`config.mk`:
```
export PLATFORM = sky130hd
export DESIGN_NAME = gtsp_xlate
export DESIGN_NICKNAME = d
export VERILOG_FILES = /design/src/rtl/gtsp_pkg.sv /design/src/rtl/gtsp_popcnt.sv /design/src/rtl/gtsp_nth_bit.sv /design/src/rtl/gtsp_xlate.sv
export SDC_FILE = /design/constraint.sdc
export NUM_CORES = 1
export LEC_CHECK = 0
export BUFFER_PORTS_ARGS = -buffer_cell sky130_fd_sc_hd__buf_2
export CAP_MARGIN = 20
export CORE_MARGIN = 3
export CORE_UTILIZATION = 30
export CTS_BUF_LIST = sky130_fd_sc_hd__clkbuf_8
export DETAILED_ROUTE_END_ITERATION = 16
export MAX_ROUTING_LAYER = met4
export PLACE_DENSITY_LB_ADDON = 0.05
export SYNTH_ARGS = -nofsm -noshare
export SYNTH_HDL_FRONTEND = slang
export SYNTH_SLANG_ARGS = --single-unit
```
`constraint.sdc`:
```
create_clock -name clk -period 49 [get_ports clk]
set_clock_uncertainty 0.2 [all_clocks]
set_input_delay 7.35 -clock clk [delete_from_list [all_inputs] [get_ports clk]]
set_output_delay 7.35 -clock clk [all_outputs]
set_load 0.02 [all_outputs]
```
`src/rtl/gtsp_pkg.sv`:
```
package gtsp_pkg;

   // Outcome of the second pipeline stage
   typedef enum logic [1:0] {
      XL_IDLE  = 2'd0,
      XL_OK    = 2'd1,
      XL_FAULT = 2'd2
   } xl_state_e;

   // Width of a counter able to hold the value w
   function automatic int unsigned cnt_width(input int unsigned w);
      return $clog2(w + 1);
   endfunction

endpackage

```
`src/rtl/gtsp_popcnt.sv`:
```
module gtsp_popcnt #(
   parameter  int unsigned W  = 64,
   localparam int unsigned CW = gtsp_pkg::cnt_width(W)
) (
   input  logic [W-1:0]  vec,
   output logic [CW-1:0] cnt
);

   if (W < 2) begin : g_bad_w
      $error("gtsp_popcnt: W must be at least 2");
   end

   always_comb begin
      cnt = '0;
      for (int k = 0; k < W; k++) begin
         cnt = cnt + CW'(vec[k]);
      end
   end

endmodule

```
`src/rtl/gtsp_nth_bit.sv`:
```
module gtsp_nth_bit #(
   parameter  int unsigned MAP_W  = 64,
   parameter  int unsigned IDX_W  = 5,
   parameter  bit          ONEHOT = 1'b1,
   localparam int unsigned POS_W  = $clog2(MAP_W),
   localparam int unsigned CW     = gtsp_pkg::cnt_width(MAP_W)
) (
   input  logic [MAP_W-1:0] map,
   input  logic [IDX_W-1:0] nth,
   output logic [POS_W-1:0] pos,
   output logic             found
);

   if ((1 << IDX_W) > MAP_W) begin : g_bad_idx
      $error("gtsp_nth_bit: ordinal range exceeds map width");
   end

   logic [CW-1:0] nth_w;
   assign nth_w = CW'(nth);

   if (ONEHOT) begin : g_prefix
      // Ripple prefix counts, then a one-hot match vector and an OR encoder
      logic [CW-1:0]    pre [MAP_W];
      logic [MAP_W-1:0] hit;

      assign pre[0] = '0;
      for (genvar k = 0; k < MAP_W; k++) begin : g_bit
         assign hit[k] = map[k] && (pre[k] == nth_w);
         if (k < MAP_W - 1) begin : g_next
            assign pre[k+1] = pre[k] + CW'(map[k]);
         end
      end

      always_comb begin
         pos = '0;
         for (int k = 0; k < MAP_W; k++) begin
            if (hit[k]) pos = pos | POS_W'(k);
         end
      end
      assign found = |hit;
   end else begin : g_scan
      // Priority scan: first set bit whose running count equals the ordinal
      logic [CW-1:0] seen;
      always_comb begin
         pos   = '0;
         found = 1'b0;
         seen  = '0;
         for (int k = 0; k < MAP_W; k++) begin
            if (map[k]) begin
               if (!found && seen == nth_w) begin
                  pos   = POS_W'(k);
                  found = 1'b1;
               end
               seen = seen + 1'b1;
            end
         end
      end
   end

endmodule

```
`src/rtl/gtsp_xlate.sv`:
```
module gtsp_xlate #(
   parameter  int unsigned VA_W          = 48,
   parameter  int unsigned PA_W          = 52,
   parameter  int unsigned BLK_SH        = 16,
   parameter  int unsigned SP_SH         = 21,
   parameter  int unsigned SLICE_SH      = 22,
   parameter  bit          ONEHOT_SEARCH = 1'b1,
   localparam int unsigned IDX_W         = SP_SH - BLK_SH,
   localparam int unsigned POS_W         = SLICE_SH - BLK_SH,
   localparam int unsigned MAP_W         = 1 << POS_W,
   localparam int unsigned BASE_W        = PA_W - SLICE_SH
) (
   input  logic              clk,
   input  logic              rst_n,
   input  logic              in_valid,
   input  logic [VA_W-1:0]   in_vaddr,
   input  logic [BASE_W-1:0] in_slice,
   input  logic [MAP_W-1:0]  in_map,
   output logic              out_valid,
   output logic [PA_W-1:0]   out_paddr,
   output logic              out_fault
);
   import gtsp_pkg::*;

   localparam int unsigned CW   = cnt_width(MAP_W);
   localparam int unsigned NEED = 1 << IDX_W;

   // Elaboration-time geometry checks
   if (SLICE_SH != SP_SH + 1) begin : g_bad_slice
      $error("gtsp_xlate: slice must be twice the superpage");
   end
   if (BLK_SH <= 12 || BLK_SH >= SP_SH) begin : g_bad_blk
      $error("gtsp_xlate: block must lie between 4 KB page and superpage");
   end
   if (VA_W <= SP_SH || PA_W <= SLICE_SH) begin : g_bad_addr
      $error("gtsp_xlate: address widths too small");
   end

   logic unused_va_hi;
   assign unused_va_hi = ^in_vaddr[VA_W-1:SP_SH];

   // ---------------- stage 1: register request, check population -----
   logic [CW-1:0] in_cnt;
   logic          in_bad;

   gtsp_popcnt #(.W(MAP_W)) u_pop (
      .vec (in_map),
      .cnt (in_cnt)
   );
   assign in_bad = (in_cnt != CW'(NEED));

   logic              s1_vld;
   logic              s1_bad;
   logic [IDX_W-1:0]  s1_idx;
   logic [BLK_SH-1:0] s1_off;
   logic [BASE_W-1:0] s1_base;
   logic [MAP_W-1:0]  s1_map;

   always_ff @(posedge clk or negedge rst_n) begin
      if (!rst_n) begin
         s1_vld  <= 1'b0;
         s1_bad  <= 1'b0;
         s1_idx  <= '0;
         s1_off  <= '0;
         s1_base <= '0;
         s1_map  <= '0;
      end else begin
         s1_vld <= in_valid;
         if (in_valid) begin
            s1_bad  <= in_bad;
            s1_idx  <= in_vaddr[SP_SH-1:BLK_SH];
            s1_off  <= in_vaddr[BLK_SH-1:0];
            s1_base <= in_slice;
            s1_map  <= in_map;
         end
      end
   end

   // ---------------- stage 2: ordinal search and result ---------------
   logic [POS_W-1:0] blk_pos;
   logic             blk_found;

   gtsp_nth_bit #(
      .MAP_W  (MAP_W),
      .IDX_W  (IDX_W),
      .ONEHOT (ONEHOT_SEARCH)
   ) u_nth (
      .map   (s1_map),
      .nth   (s1_idx),
      .pos   (blk_pos),
      .found (blk_found)
   );

   xl_state_e s2_state;
   always_comb begin
      if (!s1_vld)     s2_state = XL_IDLE;
      else if (s1_bad) s2_state = XL_FAULT;
      else             s2_state = XL_OK;
   end

   always_ff @(posedge clk or negedge rst_n) begin
      if (!rst_n) begin
         out_valid <= 1'b0;
         out_fault <= 1'b0;
         out_paddr <= '0;
      end else begin
         out_valid <= (s2_state != XL_IDLE);
         out_fault <= (s2_state == XL_FAULT);
         out_paddr <= (s2_state == XL_OK) ? {s1_base, blk_pos, s1_off} : '0;
      end
   end

   // ---------------- assertions ---------------------------------------
   logic [1:0] age;
   always_ff @(posedge clk or negedge rst_n) begin
      if (!rst_n)          age <= '0;
      else if (age != 2'd3) age <= age + 2'd1;
   end


   blk_found_chk: assert property (@(posedge clk) disable iff (!rst_n)
      (s1_vld && !s1_bad) |-> (blk_found && s1_map[blk_pos]));


   latency_chk: assert property (@(posedge clk) disable iff (!rst_n)
      (age >= 2'd2) |-> (out_valid == $past(in_valid, 2)));


   offset_pass_chk: assert property (@(posedge clk) disable iff (!rst_n)
      (age >= 2'd2 && out_valid && !out_fault)
         |-> (out_paddr[BLK_SH-1:0] == $past(in_vaddr[BLK_SH-1:0], 2)));


   slice_base_chk: assert property (@(posedge clk) disable iff (!rst_n)
      (age >= 2'd2 && out_valid && !out_fault)
         |-> (out_paddr[PA_W-1:SLICE_SH] == $past(in_slice, 2)));


   fault_zero_chk: assert property (@(posedge clk) disable iff (!rst_n)
      out_fault |-> (out_valid && out_paddr == '0));

endmodule

```
==> flow_summary.ini, run 1 <==
[worst_hold_path]
hp-start = s1_off[6]
hold_end = out_paddr[6]
hold_class = flop to flop
min_path_cells = 1

[setup_path]
r2r_cells = 73
rr_endpoint = out_paddr[18]
critPathCaptureType = flop
path_max_fanout = 6
path_buf_inv = 0
r2r-start = s1_map[0]
criticalPathCategory = flop to flop
rrSetupSlack_ns = 22.12
required_ns = 49.28
critPathTopFamily = adder cells
worstPathArrival_ns = 27.16
critical-path-max-stage-delay_ns = 0.62
cp_common_cell = ha_1
crit_path_top_delay_cell = fa_1
critPathLaunchType = flop

[grt]
grt_max_degree = 85
grt_pass1_wl_mm = 121.0
grt_pass1_vias = 19110
antenna_found_initial = 12
globalRoute.totalOverflow = 0
grt.total_usage = 0.1981

[sta]
min_period_ns = 26.88
fin_crit_sh = 0.5486
tightest_slew_ns = 1.002
setup_viol = 0
fmax_mhz = 37.20
maxSlewViolCount = 0
setup_tns_ns = 0
rsz0062_at_grt = no
hold_violations = 0
relSlewSlack = 0.3261

[logic_synthesis]
synth_top_cell_area_share = 0.1801
synth.largest_area_cell = dfrtp_1
synthDistinctLibCells = 99
synth_seq_cells = 171
syn_avg_cell_area_um2 = 9.287
synth.most_common_cell = xnor2_1
netlist_area_um2 = 23760
yosysSeqAreaShare = 0.1801
synth_edf_count = 0
ys_top_cells_by_area = dfrtp_1, xnor2_1, ha_1
synth_commonest_cells = xnor2_1, xor2_1, dfrtp_1
synthesis.nets = 2897
synth_cells = 2558
synthArstFlopShare = 1.000
ys.flop_type = dfrtp_1
yosysWarnings = 0

[clock_network]
clock_latency_ns = 0.58
cts.sinks = 171
cts_resized = 0
cts-root-buf = clkbuf_8
cts_buffer_depth = 2
cts_tree = built
post-cts-setup-buffers = 0
cts_hold_buf = 0
cts_max_level = 4
cts-buffers-inserted = 17
cts.clk_slew.worst_paths_ns = 0.14

[route]
drt-total-wl_mm = 79.22
drc = 0
vias = 18870
wire_per_inst_um = 21.15
ant_nets = 0
viasPerCell = 5.036
first_iter_violations = 1189
dr.pass1.iters = 5

[placement]
port_buffers = 171
place_area_um2 = 25720
routabilityCongestion = 0.8789
place_hpwl_mm = 63.90

[finish]
design_area_um2 = 26140
area_growth_pct = 10.03
drive_gt1_frac = 0.1715
nNetsFinal = 3020

[run_status]
status = finished, final reports clean

[run]
max_cap_viol_count = 0

[die]
ios = 199
die_w_um = 287.4
dieArea_um2 = 82600
initial_core_util = 0.3046
coreArea_um2 = 77980
die_y_um = 287.4
rows = 102
[metal layers]
metal / global-route usage / part of all wire / vias up
met5: - / 0 / -
met4: 0.04290 / 0.016 / 0
met3: 0.02799 / 0.039 / 49
met2: 0.3112 / 0.46 / 355
met1: 0.2708 / 0.49 / 9254
li1: - / - / 9208
[worst max path at each step]
stage               from       endpoint  slack (ns)  cells past startpoint
6_report       s1_map[0]  out_paddr[18]       22.12                     73
5_1_grt        s1_map[0]  out_paddr[18]       20.81                     73
4_1_cts        s1_map[0]  out_paddr[18]       22.07                     73
3_5_place_dp   s1_map[0]  out_paddr[18]       22.18                     73
3_3_place_gp   s1_map[0]  out_paddr[18]       22.18                     73
2_1_floorplan  s1_map[0]  out_paddr[18]       24.13                     74
[worst register-to-register path, delay by kind of cell (launching register included)]
kind / cells / cell delay (ns)
AND/OR/NAND/NOR: 5 / 1.19
multiplexers: 1 / 0.29
XOR/XNOR: 7 / 2.55
flip-flops: 1 / 0.47
AO/OA/AOI/OAI: 5 / 1.14
adder cells (fa/ha/maj): 55 / 20.96
[logic make-up after synthesis]
group | count (synthesis) | synth area share
AO/OA/AOI/OAI | 302 | 0.08528
XOR/XNOR | 687 | 0.3135
adder cells (fa/ha/maj) | 198 | 0.1216
buffers and inverters | 196 | 0.03376
flip-flops | 171 | 0.1801
multiplexers | 173 | 0.08338
AND/OR/NAND/NOR | 831 | 0.1824
[state kept, by name (all words and copies together), names as in the netlist]
register   flops
out_fault      1
out_paddr     52
out_valid      1
s1_bad         1
s1_base       30
s1_idx         5
s1_map        64
s1_off        16
s1_vld         1
[layout by cell type (no fill, tap or decap), drive strengths merged, types with 33 or more instances in the layout]
master	n
o21ai	66
mux2i	44
dfrtp	171
xor2	212
nor3	74
xnor3	59
nand4	46
nand3	103
and2	66
nand2	168
a21oi	75
nor4	33
inv	111
nor2	158
and3	42
xnor2	403
mux2	127
fa	56
buf	197
ha	138
[per-stage QoR]
step	worst slack (ns)	hold slack, ns	instances	utilization
floorplan	24.13	0.2494	2558	-
global placement	22.18	0.2577	3702	0.3299
detailed placement	22.18	0.2633	3702	0.3299
CTS	22.07	0.2874	3734	0.3348
global route	20.81	0.3075	3745	0.3352
finish	22.12	0.2832	3746	0.3352
[layout make-up]
cell class / count / area, um^2
Antenna cell: 12 / 30.03
Clock buffer: 17 / 234.0
Clock inverter: 15 / 150.1
Fill cell: 8102 / 51840
Inverter: 102 / 382.9
Multi-Input combinational cell: 2191 / 18680
Sequential cell: 171 / 4290
Tap cell: 1040 / 1301
Timing Repair Buffer: 198 / 1074
Power of run 1 is not shown: default switching activity piles up to over one toggle a cycle in this logic, so the estimate is an artifact.
==> run 2: changes to the inputs <==
ABC_AREA = 1   (was not set)
clock period = 23 ns   (was 49 ns; I/O delays follow)
==> run 2 against run 1 <==
Net effect:
- sequential share of layout area shrank 0.094 points
- global-route usage is 0.62 points lower
- clock-buffer cell count is the same
- area after synthesis is 1.9% lower
- setup slack got worse by 21 ns
- non-clock buffer count up 33
- core utilization rose by 0.82 points
- hold slack got worse by 0.058 ns
==> flow_summary.ini, run 2 <==
[grt]
grt.total_usage = 0.1919
globalRoute.totalOverflow = 0
antenna_found_initial = 1
grt_max_degree = 111
grt_pass1_vias = 22010
grt_pass1_wl_mm = 120.0

[route]
vias = 21930
wire_per_inst_um = 16.53
first_iter_violations = 1224
drt-total-wl_mm = 76.10
drc = 0
viasPerCell = 4.764
ant_nets = 0
dr.pass1.iters = 5

[sta]
min_period_ns = 22.11
fmax_mhz = 45.24
fin_crit_sh = 0.9611
layout_setup_ws_ns = 0.8936
maxSlewViolCount = 0
hold_violations = 0
relSlewSlack = 0.2837
tightest_slew_ns = 1.065
setup_viol = 0
hold_slack_ns = 0.2250

[logic_synthesis]
synth_top_cell_area_share = 0.1835
yosysSeqAreaShare = 0.1835
synth.most_common_cell = nand2_1
synth_cells = 3393
netlist_area_um2 = 23310
synthDistinctLibCells = 63
synth_seq_cells = 171
ys_top_cells_by_area = dfrtp_1, nand2_1, inv_1
synth_edf_count = 0
syn_avg_cell_area_um2 = 6.871
synth_commonest_cells = nand2_1, inv_1, nor2_1
synth.largest_area_cell = dfrtp_1
ys.flop_type = dfrtp_1
synthArstFlopShare = 1.000
synthesis.nets = 3732
yosysWarnings = 0

[setup_path]
r2r-start = s1_map[1]
r2r_cells = 71
critPathLaunchType = flop
startpoint = s1_map[1]
rrSetupSlack_ns = 0.89
critical-path-max-stage-delay_ns = 0.58
cp_common_cell = ha_1
path_buf_inv = 0
required_ns = 23.28
criticalPathCategory = flop to flop
critPathTopFamily = adder cells
worstPathArrival_ns = 22.39
path_max_fanout = 6
critPathCaptureType = flop
crit_path_top_delay_cell = fa_1
rr_endpoint = out_paddr[19]

[placement]
dp_cells = 4570
port_buffers = 171
place_hpwl_mm = 60.95
place_ws_ns = 0.1340
routabilityCongestion = 0.8423

[clock_network]
cts_max_level = 4
cts.sinks = 171
cts.clk_slew.worst_paths_ns = 0.11
clock_latency_ns = 0.56
cts_buffer_depth = 2
cts_hold_buf = 0
cts-buffers-inserted = 17
cts-root-buf = clkbuf_8
cts_tree = built

[finish]
layout_commonest_cell = nand2_1
area_growth_pct = 12.63
nNetsFinal = 3899
top_register = s1_map
final_cells = 4604
largest_register_ffs = 64
drive_gt1_frac = 0.2393
reg_top3 = s1_map: 64 flops, out_paddr: 52 flops, s1_base: 30 flops
layout_common_cells = nand2_1, inv_1, nor2_1, nand3_1, nand2_2

[die]
rows = 101
die_w_um = 284.8
initial_core_util = 0.3049
ios = 199
die_y_um = 284.8
coreArea_um2 = 76450
dieArea_um2 = 81090

[run]
max_cap_viol_count = 0

[run_status]
status = finished, final reports clean

[worst_hold_path]
hp-start = s1_vld
min_path_cells = 0
hold_class = flop to flop
hold_end = out_valid
==> run 2: kinds of logic after synthesis <==
| kind of cell | after synthesis | synth area share |
|---|---|---|
| simple gates | 1982 | 0.4663 |
| buf+inv | 631 | 0.1035 |
| compound gates | 311 | 0.08549 |
| fa+ha+maj | 194 | 0.1221 |
| flops | 171 | 0.1835 |
| xor+xnor | 104 | 0.03907 |
==> run 2: cell type report <==
class	instances	area, um^2
multi-input combinational	2591	16810
tap	1030	1289
sequential	171	4285
timing repair buffer	231	1321
clock inverter	15	215.2
clock buffer	17	234.0
inverter	548	2101
fill	8315	50200
antenna	1	2.502
==> run 2: worst register-to-register path: cells and delay by family (launching register included) <==
kind	cells	cell delay, ns
simple gates	5	0.58
compound gates	4	0.58
fa+ha+maj	62	20.24
flops	1	0.43
==> run 2: worst max-delay path by stage <==
| stage | to | slack [ns] | cells past startpoint |
|---|---|---|---|
| 5_1_grt | out_paddr[19] | -0.03 | 71 |
| 6_report | out_paddr[19] | 0.89 | 71 |
| 4_1_cts | out_paddr[18] | 0.001 | 71 |
| 3_5_place_dp | out_paddr[20] | 0.13 | 71 |
| 3_3_place_gp | out_paddr[16] | 0.16 | 71 |
| 2_1_floorplan | out_paddr[16] | 0.05 | 71 |
==> run 2: repair_timing <==
item | in CTS | in global routing
resized for setup | 0 | 19
buffers inserted | 0 | 1
setup endpoints to repair | 0 | 6
==> run 2: per-layer routing <==
metal,wire (um),vias to the layer above,global-route usage
met5,0,-,-
met4,1201,0,0.03704
met3,2786,57,0.02798
met2,33900,338,0.3011
met1,38210,10280,0.2637
li1,-,11260,-
==> run 2: stage by stage <==
stage / util / TNS, ns / cell area (um^2)
after CTS: 0.3412 / 0 / 26080
after global routing: 0.3435 / -0.03792 / 26260
after floorplan: - / 0 / 23340
after detailed placement: 0.3353 / 0 / 25630
after global placement: 0.3353 / 0 / 25630
final: 0.3435 / 0 / 26260
Power of run 2 is left out for the same reason.
